## src/rtl/mmio_port_bridge.sv

```systemverilog
module mmio_port_bridge #(
  parameter int          NREG        = 11,
  parameter logic [15:0] IDX_PORT    = 16'h01CE,
  parameter logic [15:0] DATA_PORT_A = 16'h01CF,
  parameter logic [15:0] DATA_PORT_B = 16'h01D0
) (
  input  logic        clk,
  input  logic        rst_n,
  input  logic        m_valid,
  input  logic        m_write,
  input  logic [11:0] m_addr,
  input  logic [15:0] m_wdata,
  output logic        m_ready,
  output logic        m_rvalid,
  output logic [15:0] m_rdata,
  input  logic        p_valid,
  input  logic        p_write,
  input  logic [15:0] p_addr,
  input  logic [15:0] p_wdata,
  output logic        p_rvalid,
  output logic [15:0] p_rdata,
  output logic        vp_en,
  output logic        vp_we,
  output logic [4:0]  vp_addr,
  output logic [7:0]  vp_wdata,
  input  logic [7:0]  vp_rdata
);
  localparam int          IW      = $clog2(NREG);
  localparam logic [11:0] FLAT_LO = 12'h500;
  localparam logic [11:0] FLAT_HI = FLAT_LO + 12'(2 * NREG - 1);

  logic [15:0] ext [NREG];
  logic [15:0] idx;
  logic        ph2, h_we;
  logic [3:0]  h_pair;
  logic [7:0]  h_hi, lo_byte;

  wire acc      = m_valid && m_ready;
  wire in_leg   = m_addr[11:5] == 7'h20;
  wire in_flat  = (m_addr >= FLAT_LO) && (m_addr <= FLAT_HI);
  wire [IW-1:0] fsel = m_addr[IW:1];
  wire idx_ok   = idx < 16'(NREG);
  wire [IW-1:0] isel = idx[IW-1:0];
  wire p_is_idx = p_addr == IDX_PORT;
  wire p_is_dat = (p_addr == DATA_PORT_A) || (p_addr == DATA_PORT_B);
  wire flat_wr  = acc && m_write && in_flat;
  wire port_wr  = p_valid && p_write && p_is_dat && idx_ok;
  wire idx_wr   = p_valid && p_write && p_is_idx;

  assign m_ready  = !ph2;
  assign vp_en    = ph2 || (acc && in_leg);
  assign vp_we    = ph2 ? h_we : m_write;
  assign vp_addr  = ph2 ? {h_pair, 1'b1} : {m_addr[4:1], 1'b0};
  assign vp_wdata = ph2 ? h_hi : m_wdata[7:0];

  always_ff @(posedge clk) begin
    if (!rst_n) begin
      ph2      <= 1'b0;
      h_we     <= 1'b0;
      h_pair   <= '0;
      h_hi     <= '0;
      lo_byte  <= '0;
      m_rvalid <= 1'b0;
      m_rdata  <= '0;
    end else begin
      m_rvalid <= 1'b0;
      if (ph2) begin
        ph2 <= 1'b0;
        if (!h_we) begin
          m_rvalid <= 1'b1;
          m_rdata  <= {vp_rdata, lo_byte};
        end
      end else if (acc) begin
        if (in_leg) begin
          ph2     <= 1'b1;
          h_we    <= m_write;
          h_pair  <= m_addr[4:1];
          h_hi    <= m_wdata[15:8];
          lo_byte <= vp_rdata;
        end else if (!m_write) begin
          m_rvalid <= 1'b1;
          m_rdata  <= in_flat ? ext[fsel] : 16'h0000;
        end
      end
    end
  end

  always_ff @(posedge clk) begin
    if (!rst_n) begin
      for (int i = 0; i < NREG; i++) ext[i] <= '0;
      idx <= '0;
    end else begin
      if (flat_wr) ext[fsel] <= m_wdata;
      if (port_wr) ext[isel] <= p_wdata;
      if (idx_wr)  idx <= p_wdata;
    end
  end

  always_ff @(posedge clk) begin
    if (!rst_n) begin
      p_rvalid <= 1'b0;
      p_rdata  <= '0;
    end else begin
      p_rvalid <= p_valid && !p_write;
      if (p_valid && !p_write)
        p_rdata <= p_is_idx ? idx : (p_is_dat && idx_ok) ? ext[isel] : 16'h0000;
    end
  end

  p_rsv_zero_r1: assert property (@(posedge clk) disable iff (!rst_n)
    acc && !m_write && (m_addr < 12'h400) |=> m_rvalid && (m_rdata == 16'h0000));

  p_hi_byte_next_r3: assert property (@(posedge clk) disable iff (!rst_n)
    acc && in_leg && m_write |=> vp_en && vp_we
      && (vp_addr == {$past(m_addr[4:1]), 1'b1}) && (vp_wdata == $past(m_wdata[15:8])));

  p_stall_r4: assert property (@(posedge clk) disable iff (!rst_n)
    acc && in_leg |=> !m_ready);

  p_leg_read_lat_r5: assert property (@(posedge clk) disable iff (!rst_n)
    acc && in_leg && !m_write |=> !m_rvalid ##1 m_rvalid);

  p_oor_read_r9: assert property (@(posedge clk) disable iff (!rst_n)
    p_valid && !p_write && p_is_dat && !idx_ok |=> p_rvalid && (p_rdata == 16'h0000));

  p_idx_hold_r11: assert property (@(posedge clk) disable iff (!rst_n)
    !idx_wr |=> $stable(idx));

  p_port_wins_r12: assert property (@(posedge clk) disable iff (!rst_n)
    flat_wr && port_wr && (fsel == isel) |=> ext[$past(isel)] == $past(p_wdata));
endmodule

```

## config.mk

```make
export PLATFORM = sky130hd
export DESIGN_NAME = mmio_port_bridge
export DESIGN_NICKNAME = d
export VERILOG_FILES = /design/src/rtl/mmio_port_bridge.sv
export SDC_FILE = /design/constraint.sdc
export NUM_CORES = 1
export LEC_CHECK = 0
export BUFFER_PORTS_ARGS = -buffer_cell sky130_fd_sc_hd__buf_2
export CAP_MARGIN = 20
export CORE_ASPECT_RATIO = 1.25
export CORE_UTILIZATION = 45
export DETAILED_ROUTE_END_ITERATION = 8
export PLACE_DENSITY = 0.65
export SYNTH_ARGS = -nofsm -noshare
export SYNTH_HDL_FRONTEND = slang
export SYNTH_SLANG_ARGS = --single-unit
```

## constraint.sdc

```tcl
create_clock -name clk -period 4.8 [get_ports clk]
set_input_delay 0.72 -clock clk [delete_from_list [all_inputs] [get_ports clk]]
set_output_delay 0.72 -clock clk [all_outputs]
set_load 0.05 [all_outputs]
```

Word-level counts from Yosys, hierarchy flattened. Memories as Yosys holds them, arrays and structs flattened. A register that Yosys moved wholly into a read port is not among the register bits. Cells that the tools add are included. Widths: inputs -> output; s select.

Bits in registers: 72. Bits in latches: 0. Memory bits (writable): 176. Memory bits (read-only): 0. Output and inout bits: 50. Memories kept: 1.

Add/subtract/negate cells: 0. Multipliers: 0. Divide/modulo/power cells: 0. Magnitude comparators: 3. Eq/ne operators: 7. Shift operators: 0. Mux-type cells: 32. Bitwise gates (word level): 3. Reduce and logical (&&, ||, !) cells: 21.

Memories: ext (words 11, bits a word 16, rd ports 2, clocked after memory_dff 1, write ports 11, line 32) `logic [15:0] ext [NREG];`.

Operator list (count): $mux 16 (10); $eq 16x9->1 const B (3); $reduce_or 16->1 (2); $lt 16x4->1 const B (1); $mux 1 (16); $mux 4 (4); $ge 12x11->1 const B (1); $le 12x11->1 const B (1); $logic_and 1x1->1 (11); $mux 8 (1); $eq 7x6->1 const B (1); $mux 5 (1); $ne 2x2->1 const B (2); $reduce_and 4->1 (1); $not 1->1 (3); $reduce_and 3->1 (1); $reduce_or 3->1 (1); $logic_not 1->1 (2); $logic_or 1x1->1 (2); $ne 2x1->1 const B (1); $reduce_bool 2->1 (1).

Depth between registers and ports, before layout.
Depth after elaboration: 9. Gate-level depth with buffers: 9. Gate-level depth less buffers: 6.

Least setup slack after synthesis. No wires, ideal clock.

Path type: input to register. Start: input m_addr[11]. End: memory ext[5][0], enable pin. Library setup time: 0.394 ns. Arrival: 3.257 ns. Required time: 4.406 ns. Setup slack: 1.148 ns. Stages on the path: 6. Buffers on the path: 2. Path through: or4b_4 > nor4b_4 > o2111ai_2 > buf_2 > buf_2 > o211ai_1.

RTL lines: from (decl) (line 11) `input logic [11:0] m_addr,`; to (decl) (line 32).

==> flow_summary_export.csv <==
group,metric,value,unit
run,timing.max_cap.violations,0,
setup_path,r2r_cells,6,
routing,final_antenna_violating_net_count,0,
sta,report.final.hold_viol_count,0,
synth,synth_seq_area_share,47.9,%
cts,clk_latency,0.54,ns
pwr,combPwrFrac,9.3,%
pwr,max-vdd-ir-drop,0.197,mV
sta,setup_ws,1.31,ns
cts,cts.root.buffer_cell,"sky130_fd_sc_hd__clkbuf_16",
setup_path,worstSetupStartpointType,"flip-flop",
pwr,total_switching_power,1.63,mW
global_route,groute.usage.overall,29.0,%
setup_path,setup.worst_path.end_class,"flip-flop",
pwr,sequentialPowerShare,48.8,%
sta,final-max-slew-violation-count,0,
sta,fmax,0.287,GHz
cts,clk_transition_reported_paths,0.06,ns
cells_and_area,nNetsFinal,1693,
cells_and_area,diodes,0,
pwr,power_density,306,mW/mm2
sta,post-route-period-util,72.7,%
floorplanning,die_area,0.0436,mm2
routing,route.final.wire_length,62500,um
sta,tightest_slew,1.07,ns
cts,clock_tree.buffer_depth,3,
cts,clock_tree.htree_level_count,2,
synth,postSynth.asyncResetShare,0,%
setup_path,worstSetupPathType,"flip-flop to flip-flop",
floorplanning,start_util,45.7,%
cells_and_area,final_layout_size_suffix_gt1_share,32.7,%
floorplanning,die_y,233,um
global_route,grt_antenna_before_repair,3,
pwr,power.clock.fraction,41.9,%
pwr,cellLeakagePower,8.60,nW
global_route,grt_pass1_vias,14244,
cells_and_area,design_area,0.0219,mm2
cells_and_area,synthToLayoutAreaGrowth,13.7,%
placed_design,hpwl_reported_at_the_end_of_detailed_placement,42700,um
global_route,grt_first_pass_wirelength,93300,um
worst_hold_path,hold_class,"primary input to flip-flop",
global_route,overflow,0,
pwr,post-layout-total-power,6.70,mW
synth,number_of_enable_flip_flop_cells_after_synthesis,256,
routing,dr_total_vias,14599,
placed_design,preCtsSetupSlack,0.995,ns
synth,netlist_area,0.0192,mm2
cts,cts.repair.resized,0,
sta,setup-tns-final,0,ns
synth,synth_cell_types,59,
synth,post_synth.cell_area_avg,12.9,um2
cts,tritoncts,"built",
sta,min_period,3.49,ns
sta,report.final.setup_viol,0,
cts,ctsHoldBuffers,0,
sta,skew_final,0.00951,ns
routing,via_per_inst,6.63,
synth,ys_seq_elements,332,
synth,synth-warning-count,0,
cts,cts_num_sinks,332,
placed_design,postPlaceCellArea,0.0207,mm2
placed_design,gp_routability_congestion,0.934,
routing,avgRoutedWirePerCell,28.4,um
pwr,internal,5.07,mW
routing,drc,0,
synth,synth_flop_cell,"sky130_fd_sc_hd__edfxtp_1",
floorplanning,boundaryPins,124,
floorplanning,die_w,187,um
cells_and_area,fill_cells,3541,
floorplanning,rows,84,
setup_path,path_max_fanout,17,
global_route,grt_start_max_net_pins,89,
routing,drt_first_pass_iters,5,
floorplanning,coreArea,0.0421,mm2
sta,grt_setup_unrepaired,"no",
worst_hold_path,min_path_cells,3,
pwr,switching_share,24.3,%
cts,cts_setup_buffers,0,
placed_design,place.port_buffers,123,
setup_path,timing.critical_path.required,4.95,ns
sta,slew_headroom,28.6,%
run_status,run_status,"complete, no violations",
routing,iteration_0_drc_count_of_the_detailed_router,2046,
cts,number_of_clock_buffers_inserted_by_tritoncts,35,
synth,netlist_instances,1496,
setup_path,cp_data_arrival_time,3.64,ns
cells by family after synthesis:
logic type	count (synthesis)	share of synthesized area (%)
AOI/OAI and AO/OA	245	11.2
and+or+nand+nor	339	9.80
DFF	332	47.9
other	1	0.0195
muxes	275	24.8
buffers and inverters	304	6.36
cell usage in the layout, fill, tap and decap left out, types with 33 or more instances in the layout:
cell type / Yosys / final
sky130_fd_sc_hd__buf_4: 1 / 70
sky130_fd_sc_hd__mux2i_1: 72 / 72
sky130_fd_sc_hd__buf_2: 45 / 121
sky130_fd_sc_hd__o21ai_0: 35 / 35
sky130_fd_sc_hd__nand2_1: 44 / 44
sky130_fd_sc_hd__o41ai_2: 33 / 33
sky130_fd_sc_hd__nor3_1: 37 / 34
sky130_fd_sc_hd__nand4_1: 98 / 98
sky130_fd_sc_hd__mux4_2: 157 / 157
sky130_fd_sc_hd__mux2_2: 46 / 46
sky130_fd_sc_hd__dfxtp_1: 76 / 74
sky130_fd_sc_hd__nand3_1: 39 / 39
sky130_fd_sc_hd__edfxtp_1: 256 / 256
sky130_fd_sc_hd__conb_1: 1 / 80
sky130_fd_sc_hd__nor2_1: 45 / 45
sky130_fd_sc_hd__inv_1: 116 / 115
sky130_fd_sc_hd__clkbuf_16: 0 / 40
registers in the layout (all words and copies together) (netlist names), named ones only:
register / flops
m_rdata: 16
ext: 256
h_hi: 8
h_pair: 4
m_rvalid: 1
h_we: 1
p_rdata: 16
p_rvalid: 1
idx: 16
lo_byte: 8
ph2: 1
path summary, 6_finish.rpt:
path                                         startpoint                      end  slack, ns
worst max-delay path                idx[4]$_SDFFE_PN0P_     ext[1][12]$_DFFE_PP_       1.31
worst min-delay path                        vp_rdata[6]  lo_byte[6]$_SDFFE_PN0P_       0.45
worst max register to register      idx[4]$_SDFFE_PN0P_     ext[1][12]$_DFFE_PP_       1.31
worst min register to register  lo_byte[4]$_SDFFE_PN0P_  m_rdata[4]$_SDFFE_PN0P_       0.48
cell type report:
cell class	count	area, um2	share of cell area (%)
Timing Repair Buffer	194	1190	5.44
Clock inverter	10	82.6	0.377
Multi-Input combinational cell	939	9170	41.9
Tap cell	559	699	3.20
Inverter	117	439	2.01
Sequential cell	332	9210	42.1
Clock buffer	51	1090	4.99
worst max-delay path, cell delays in order (launching register included):
cell and delay (ns):
sky130_fd_sc_hd__dfxtp_1 0.33, sky130_fd_sc_hd__nor4_1 0.44, sky130_fd_sc_hd__o2111ai_1 0.39, sky130_fd_sc_hd__or4_1 0.64, sky130_fd_sc_hd__nor3_2 0.18, sky130_fd_sc_hd__buf_4 0.33, sky130_fd_sc_hd__nand3b_1 0.79
metrics by stage:
step	std cells	util, %	hold WS [ns]
global route	2202	51.9	0.467
finish	2202	51.9	0.448
global placement	2140	49.1	0.458
CTS	2201	51.9	0.435
detailed placement	2140	49.1	0.470
floorplan	1575	-	0.448
layer usage:
metal	up-vias	GRT usage [%]	part of all wire [%]
met5	-	0	0.043
met3	165	5.53	11
met1	7333	36.3	36
met4	4	13.9	4.5
met2	1003	48.4	49
li1	6094	-	-
synth_stat cells (39+ instances only):
master	number	share of area, %
sky130_fd_sc_hd__edfxtp_1	256	40
sky130_fd_sc_hd__mux4_2	157	18
sky130_fd_sc_hd__clkbuf_1	121	2.4
sky130_fd_sc_hd__inv_1	116	2.3
sky130_fd_sc_hd__nand4_1	98	3.2
sky130_fd_sc_hd__dfxtp_1	76	7.9
sky130_fd_sc_hd__mux2i_1	72	3.7
sky130_fd_sc_hd__mux2_2	46	2.7
sky130_fd_sc_hd__buf_2	45	1.2
sky130_fd_sc_hd__nor2_1	45	0.88
sky130_fd_sc_hd__nand2_1	44	0.86
sky130_fd_sc_hd__nand3_1	39	1.0
power by group through the flow:
stage	combinational, mW	clock (mW)	sequential (mW)
CTS	0.607	2.83	3.27
global placement	0.599	0	3.32
global route	0.639	2.92	3.28
detailed placement	0.606	0	3.33
floorplan	0.348	0	3.33
finish	0.621	2.81	3.27
No activity file was read; power rests on OpenSTA's default activity.
